==> src/rtl/cmp12to10_pkg.sv <==
package cmp12to10_pkg;
  parameter int unsigned IN_W  = 12;
  parameter int unsigned OUT_W = 10;
  parameter int unsigned NSEG  = 4;

  typedef struct packed {
    logic [IN_W-1:0]  base_in;
    logic [OUT_W-1:0] base_out;
    logic [1:0]       shift;
  } seg_t;

  // segment k starts at input 0,256,512,2048 with step 2^k (k<3), last step 8
  function automatic seg_t seg_of(input int unsigned k);
    seg_t s;
    case (k)
      0: begin s.base_in = 12'd0;    s.base_out = 10'd0;   s.shift = 2'd0; end
      1: begin s.base_in = 12'd256;  s.base_out = 10'd256; s.shift = 2'd1; end
      2: begin s.base_in = 12'd512;  s.base_out = 10'd384; s.shift = 2'd2; end
      default: begin s.base_in = 12'd2048; s.base_out = 10'd768; s.shift = 2'd3; end
    endcase
    return s;
  endfunction
endpackage

==> src/rtl/cmp12to10_seg_sel.sv <==
module cmp12to10_seg_sel
  import cmp12to10_pkg::*;
(
  input  logic [IN_W-1:0] smp_i,
  output logic [1:0]      seg_o
);
  logic [NSEG-1:0] above;

  for (genvar k = 0; k < NSEG; k++) begin : g_cmp
    localparam seg_t S = seg_of(k);
    assign above[k] = (smp_i >= S.base_in);
  end

  // thermometer to index
  always_comb begin
    seg_o = 2'd0;
    for (int k = 1; k < int'(NSEG); k++)
      if (above[k]) seg_o = 2'(k);
  end
endmodule

==> src/rtl/cmp12to10_law.sv <==
module cmp12to10_law
  import cmp12to10_pkg::*;
(
  input  logic [IN_W-1:0]  smp_i,
  input  logic             cmp_en_i,
  output logic [OUT_W-1:0] code_o
);
  localparam int unsigned DROP = IN_W - OUT_W;

  logic [1:0]       seg;
  logic [IN_W-1:0]  delta;
  logic [IN_W-1:0]  step;
  seg_t             s;

  cmp12to10_seg_sel u_sel (.smp_i(smp_i), .seg_o(seg));

  always_comb begin
    s      = seg_of(int'(seg));
    delta  = smp_i - s.base_in;
    step   = delta >> s.shift;
    if (cmp_en_i) code_o = s.base_out + step[OUT_W-1:0];
    else          code_o = smp_i[IN_W-1:DROP];
  end
endmodule

==> src/rtl/cmp12to10_top.sv <==
module cmp12to10_top
  import cmp12to10_pkg::*;
(
  input  logic             clk_i,
  input  logic             rst_ni,
  input  logic             smp_vld_i,
  input  logic [IN_W-1:0]  smp_i,
  input  logic             cmp_en_i,
  output logic             code_vld_o,
  output logic [OUT_W-1:0] code_o
);
  logic [OUT_W-1:0] code_d;

  cmp12to10_law u_law (.smp_i(smp_i), .cmp_en_i(cmp_en_i), .code_o(code_d));

  always_ff @(posedge clk_i or negedge rst_ni) begin
    if (!rst_ni) begin
      code_vld_o <= 1'b0;
      code_o     <= '0;
    end else begin
      code_vld_o <= smp_vld_i;
      if (smp_vld_i) code_o <= code_d;
    end
  end
endmodule

==> config.mk <==
export PLATFORM = sky130hd
export DESIGN_NAME = cmp12to10_top
export DESIGN_NICKNAME = d
export VERILOG_FILES = /design/src/rtl/cmp12to10_pkg.sv /design/src/rtl/cmp12to10_seg_sel.sv /design/src/rtl/cmp12to10_law.sv /design/src/rtl/cmp12to10_top.sv
export SDC_FILE = /design/constraint.sdc
export NUM_CORES = 1
export LEC_CHECK = 0
export BUFFER_PORTS_ARGS = -buffer_cell sky130_fd_sc_hd__buf_2
export CAP_MARGIN = 20
export CORE_AREA = 5 5 61 63
export CTS_CLUSTER_DIAMETER = 40
export DETAILED_ROUTE_END_ITERATION = 6
export DIE_AREA = 0 0 66 68
export GPL_TIMING_DRIVEN = 0
export PLACE_DENSITY = 0.53
export SETUP_SLACK_MARGIN = 0.1
export SLEW_MARGIN = 20
export SYNTH_ARGS = -nofsm -noshare
export SYNTH_HDL_FRONTEND = slang
export SYNTH_HIERARCHICAL = 1
export SYNTH_SLANG_ARGS = --single-unit
==> constraint.sdc <==
create_clock -name clk_i -period 0.8 [get_ports clk_i]
set_input_delay 0.24 -clock clk_i [delete_from_list [all_inputs] [get_ports clk_i]]
set_output_delay 0.24 -clock clk_i [all_outputs]
set_load 0.01 [all_outputs]
# == Word-level counts from Yosys, hierarchy flattened ==
# Cells that the tools add are included.
# op_classes
addsub,2
mul,0
div,0
order_cmp,3
n_eq_ne,2
n_shift,1
muxes,5
bitwise_logic,0
n_reduce_logical,1
# op_table
op,count
case mux 24 bit (3 select lines),1
greater-or-equal comparator 12 x 10 -> 1 bit (second input constant),1
greater-or-equal comparator 12 bit (second input constant),1
greater-or-equal comparator 12 x 9 -> 1 bit (second input constant),1
right shift 12 x 2 -> 10 bit,1
subtractor 12 bit,1
adder 10 bit,1
2-to-1 mux 10 bit,1
2-to-1 mux 2 bit,2
equality test 2 x 1 -> 1 bit (second input constant),1
equality test 2 bit (second input constant),1
zero test 2 bit,1
2-to-1 mux 1 bit,1
# totals
reg_bits,11
latchBits,0
ramBits,0
romBits,0
wordCells,16
n_memories,0

# == Logic depth before layout (Yosys ltp) ==
# logic_depth
word_depth,10
ltp_mapped,18

# == Cells and area by module ==
# Netlist, hierarchy kept.
# by_module_without_submodules
module,n_inst,cells_each,area_per_inst_um2,seq_area_each_um2
cmp12to10_law,1,75,584.3,0.0
cmp12to10_top,1,22,436.7,275.3
cmp12to10_seg_sel,1,3,17.5,0.0

# == Least setup slack after synthesis ==
# No wires, ideal clock.
# synth_timing
path_kind,input port to flip-flop
startpoint,in smp_i[10]
endpoint,reg code_o[9]
setup_ns,0.125
arrival_time_ns,3.825
slack_ns,-3.150
path_stages,14
n_path_buf,2
path_cell_list,or3_1 -> buf_2 -> buf_1 -> nor2b_1 -> ha_1 -> inv_1 -> fa_1 -> xnor2_1 -> mux4_1 -> fa_1 -> or3_1 -> o221ai_1 -> o32ai_1 -> mux2_4
# synth_via
elab_chain_cells,10
# synth_lines
item,line,text
start: declaration,cmp12to10_top.sv:7,"input logic [IN_W-1:0] smp_i,"
greater-or-equal comparator 12 x 9 -> 1 bit,cmp12to10_seg_sel.sv:11,assign above[k] = (smp_i >= S.base_in);
2-to-1 mux 1 bit,cmp12to10_seg_sel.sv:18,if (above[k]) seg_o = 2'(k);
2-to-1 mux 2 bit (2 in series),cmp12to10_seg_sel.sv:18,
equality test 2 bit (tied with other cells),cmp12to10_pkg.sv:15,case (k)
case mux 24 bit (3 select lines),cmp12to10_pkg.sv:15,
subtractor 12 bit,cmp12to10_law.sv:19,delta = smp_i - s.base_in;
right shift 12 x 2 -> 10 bit,cmp12to10_law.sv:20,step = delta >> s.shift;
adder 10 bit *,cmp12to10_law.sv:21,if (cmp_en_i) code_o = s.base_out + step[OUT_W-1:0];
2-to-1 mux 10 bit *,cmp12to10_law.sv:21,
via code_d[9],cmp12to10_top.sv:12,logic [OUT_W-1:0] code_d;
end signal: assignment,cmp12to10_top.sv:22,if (smp_vld_i) code_o <= code_d;
end: declaration,cmp12to10_top.sv:10,output logic [OUT_W-1:0] code_o
# The timed path passes the listed nets; every way through them passes the cells marked *.
# A chain may end at the register's enable or synchronous reset.

# == Worst setup path in the final report ==
# layout_timing
startpoint,in smp_i[11]
endpoint,reg code_o[9]
# layout_rtl
item,line,text
greater-or-equal comparator 12 x 10 -> 1 bit,cmp12to10_seg_sel.sv:11,
2-to-1 mux 2 bit,cmp12to10_seg_sel.sv:18,
2-to-1 mux 2 bit *,cmp12to10_seg_sel.sv:18,
via u_law.seg[1],cmp12to10_law.sv:10,logic [1:0] seg;
equality test 2 bit (tied with other cells),cmp12to10_pkg.sv:15,
case mux 24 bit (3 select lines) *,cmp12to10_pkg.sv:15,
subtractor 12 bit,cmp12to10_law.sv:19,
right shift 12 x 2 -> 10 bit,cmp12to10_law.sv:20,
adder 10 bit *,cmp12to10_law.sv:21,
2-to-1 mux 10 bit *,cmp12to10_law.sv:21,
via code_d[9],cmp12to10_top.sv:12,
# Marks and branches as above.

==> impl_metrics.sql <==
INSERT INTO impl_metrics (metric_group, metric, value, unit) VALUES
('outcome', 'outcome', 'finished, violations left', ''),
('outcome', 'failed_checks', 'negative setup slack', ''),
('floorplan', 'initial_core_util', '32.7', '%'),
('worst_hold_path', 'holdPathEnd', 'code_vld_o$_DFF_PN0_', ''),
('floorplan', 'num_rows', '21', ''),
('final_layout', 'drive_gt1_share', '63.8', '%'),
('placement', 'last_weighted_congestion_value_of_the_routability_driven_placer', '0.792', ''),
('final_layout', 'area.sequential', '275', 'sq um'),
('final_layout', 'layout_overhead_on_the_synthesized_area', '58.4', '%'),
('grt', 'grt_overflow', '0', ''),
('clocking', 'root_buffer', 'clkbuf_4', ''),
('yosys', 'syn_area', '1040', 'sq um'),
('clocking', 'cts.clk_slew.worst_paths', '0.08', 'ns'),
('detailed_routing', 'first_pass_iters', '4', ''),
('worst_setup_path', 'critPathArrivalTime', '3.71', 'ns'),
('timing', 'layout_setup_ws', '-2.76', 'ns'),
('final_layout', 'multi_input_area', '832', 'sq um'),
('floorplan', 'core-area', '3180', 'sq um'),
('floorplan', 'dieHeight', '68', 'um'),
('timing', 'finalClockSkew', '0', 'ns'),
('job', 'drv.max_cap_violation_count', '0', ''),
('yosys', 'synth_top_flop_cell', 'dfrtp_1', ''),
('yosys', 'synth.lib_cells_used.distinct', '38', ''),
('power_and_ir_drop', 'totalPowerFinal', '2.24', 'mW'),
('detailed_routing', 'via_count', '946', ''),
('timing', 'finalCritPeriodShare', '445', '%'),
('timing', 'max_clk_rate', '281', 'MHz'),
('clocking', 'clock_tree.buffer_depth', '2', ''),
('yosys', 'yosysWarningCount', '6', ''),
('worst_setup_path', 'critical_path_peak_fanout', '5', ''),
('power_and_ir_drop', 'pwr_density_cell', '1360', 'nW/um^2'),
('detailed_routing', 'routed_wire_length_per_instance', '13.7', 'um'),
('timing', 'totalNegativeSetupSlack', '-16.58', 'ns'),
('floorplan', 'design.portCount', '27', ''),
('worst_hold_path', 'whs_path_depth', '1', ''),
('floorplan', 'chipWidth', '66', 'um'),
('yosys', 'netlist_instances', '100', ''),
('timing', 'finalSetupViolations', '21', ''),
('final_layout', 'n_antenna_cell', '0', ''),
('grt', 'grt_max_degree', '12', ''),
('worst_setup_path', 'timing.critical_path.required', '0.94', 'ns'),
('yosys', 'ys_ff_latch', '11', ''),
('worst_setup_path', 'startpoint_type', 'input port', ''),
('final_layout', 'nFillCells', '276', ''),
('grt', 'antenna_violations_before_repair', '0', ''),
('yosys', 'avgSynthCellArea', '10.4', 'sq um'),
('clocking', 'htree_depth', '1', ''),
('worst_setup_path', 'crit-reg2reg-launch', 'code_o[4]$_DFFE_PN0P_', ''),
('worst_hold_path', 'worstHoldPathType', 'input port to flip-flop', ''),
('yosys', 'synth_seq_area_share', '26.5', '%'),
('timing', 'timing.hold.ws', '0.110', 'ns'),
('detailed_routing', 'postRouteWirelength', '2.72', 'mm'),
('clocking', 'number_of_buffers_inserted_during_clock_tree_synthesis', '3', ''),
('placement', 'place.port_buffers', '26', ''),
('power_and_ir_drop', 'vdd_drop_max', '0.000914', 'V'),
('clocking', 'cts_tree', 'done', ''),
('grt', 'grt_pass1_vias', '958', ''),
('timing', 'grt_setup_unrepaired', 'yes', ''),
('timing', 'final_critical_delay_including_setup_and_external_delays', '3.56', 'ns'),
('timing', 'finalHoldViolations', '0', ''),
('floorplan', 'dieArea', '4490', 'sq um'),
('yosys', 'syn-num-nets', '121', ''),
('worst_setup_path', 'setup.reg_to_reg.worst_slack', '-0.24', 'ns'),
('timing', 'worstMarginPinSlew', '0.467', 'ns'),
('timing', 'timing_max_transition_violations_final', '0', ''),
('detailed_routing', 'drt_iter0_markers', '9', ''),
('worst_setup_path', 'critical_path.reg2reg.endpoint', 'code_o[4]$_DFFE_PN0P_', ''),
('timing', 'worst_slew_margin_relative_to_its_limit', '68.8', '%'),
('placement', 'post-dp-hpwl', '1.92', 'mm'),
('yosys', 'synth_async_sr_flop_share', '100', '%'),
('detailed_routing', 'drt_drc_violations_left', '0', '');
stage by stage:
step	utilization, %	worst slack [ns]	area [sq um]
3_5_place_dp	40.7	-3.27	1290
3_3_place_gp	40.7	-3.25	1290
5_1_grt	51.8	-2.83	1650
6_report	51.8	-2.76	1650
2_1_floorplan	-	-2.84	1100
4_1_cts	49.1	-2.76	1560
cell type report:
class | instances | share of cell area (%)
plain buffers | 6 | 4.11
well taps | 46 | 3.50
repair buffers | 48 | 22.3
clock buffers | 3 | 1.37
multi-input cells | 78 | 50.6
clock inverters | 1 | 0.304
inverters | 5 | 1.14
flip-flops and latches | 11 | 16.7
power by group:
part	leakage, nW	total (mW)	internal (mW)	switching [mW]
sequential	0.129	0.705	0.648	0.0567
clock	0.0177	0.370	0.184	0.186
combinational	0.604	1.17	0.692	0.475
total	0.751	2.24	1.52	0.717
worst max path at each step:
stage                     cells after the start  slack, ns      start                     to
after floorplan                              14      -2.84  smp_i[10]  code_o[9]$_DFFE_PN0P_
after global placement                       17      -3.25  smp_i[10]  code_o[9]$_DFFE_PN0P_
after detailed placement                     17      -3.27  smp_i[10]  code_o[9]$_DFFE_PN0P_
after CTS                                    15      -2.76  smp_i[11]  code_o[9]$_DFFE_PN0P_
after global routing                         15      -2.83  smp_i[11]  code_o[9]$_DFFE_PN0P_
final                                        15      -2.76  smp_i[11]  code_o[9]$_DFFE_PN0P_
cells in the final DEF (no fill, tap or decap), types with 3 or more instances in the layout:
master	count
nand2_1	4
o21ai_1	5
nor2_1	3
mux2_2	4
buf_2	20
buf_6	8
dfrtp_1	11
nor2b_1	3
mux2_4	14
buf_4	18
nand2b_1	3
inv_1	4
buf_8	5
clkbuf_4	3
a21oi_1	5
a211oi_2	3
cells by family (layout without fill, tap and decap cells):
| family | count (synthesis) | count (layout) | synth area share, % |
|---|---|---|---|
| xor gates and xnor gates | 3 | 3 | 2.53 |
| adders and majority gates | 5 | 5 | 7.47 |
| buffers and inverters | 11 | 63 | 5.30 |
| and+or+nand+nor | 24 | 24 | 13.0 |
| DFF | 11 | 11 | 26.5 |
| muxes | 22 | 22 | 29.8 |
| AOI/OAI and AO/OA | 24 | 24 | 15.4 |
critical path: stages:
cell and delay, ns:
buf_8 0.09, or3_4 0.39, buf_6 0.13, buf_8 0.11, nor2b_4 0.11, ha_4 0.14, inv_2 0.04, fa_2 0.37
xnor2_4 0.16, mux4_2 0.50, fa_2 0.46, or3_1 0.37, o221ai_1 0.17, o32ai_1 0.13, mux2_4 0.29
registers in the layout, summed over array words and instances (netlist names):
signal and flops:
code_vld_o 1, code_o 10
synth_stat cells (2+ instances only):
master / instances / share of area (%)
dfrtp_1: 11 / 27
mux2_4: 10 / 14
mux2_2: 8 / 8.7
a21oi_1: 7 / 3.4
inv_1: 5 / 1.8
nand2_1: 4 / 1.4
nand2b_1: 4 / 2.4
nor2_1: 4 / 1.4
nor2b_1: 4 / 2.4
o21ai_1: 4 / 1.9
ha_1: 3 / 3.6
a211oi_1: 2 / 1.4
buf_2: 2 / 0.96
fa_1: 2 / 3.9
mux2i_1: 2 / 1.9
nand4_1: 2 / 1.2
o22ai_1: 2 / 1.2
o32ai_1: 2 / 1.7
or3_1: 2 / 1.2
xnor2_1: 2 / 1.7
what timing repair did:
item                                    in CTS  in global routing
resized for setup                           27                  7
endpoints found under the setup margin      21                 21
gates cloned                                 0                  0
hold buffers                                 1                  0
hold endpoints to repair                    11                  0
pin swaps                                   12                  1
setup buffers                               15                  6
routing by layer:
layer	vias up	track usage (%)	share of wire (%)
met4	0	2.54	0
li1	471	-	-
met5	-	0	0
met3	0	1.81	2.6
met1	459	17.2	49
met2	16	22.0	49
Power figures use the tool's default switching activity.
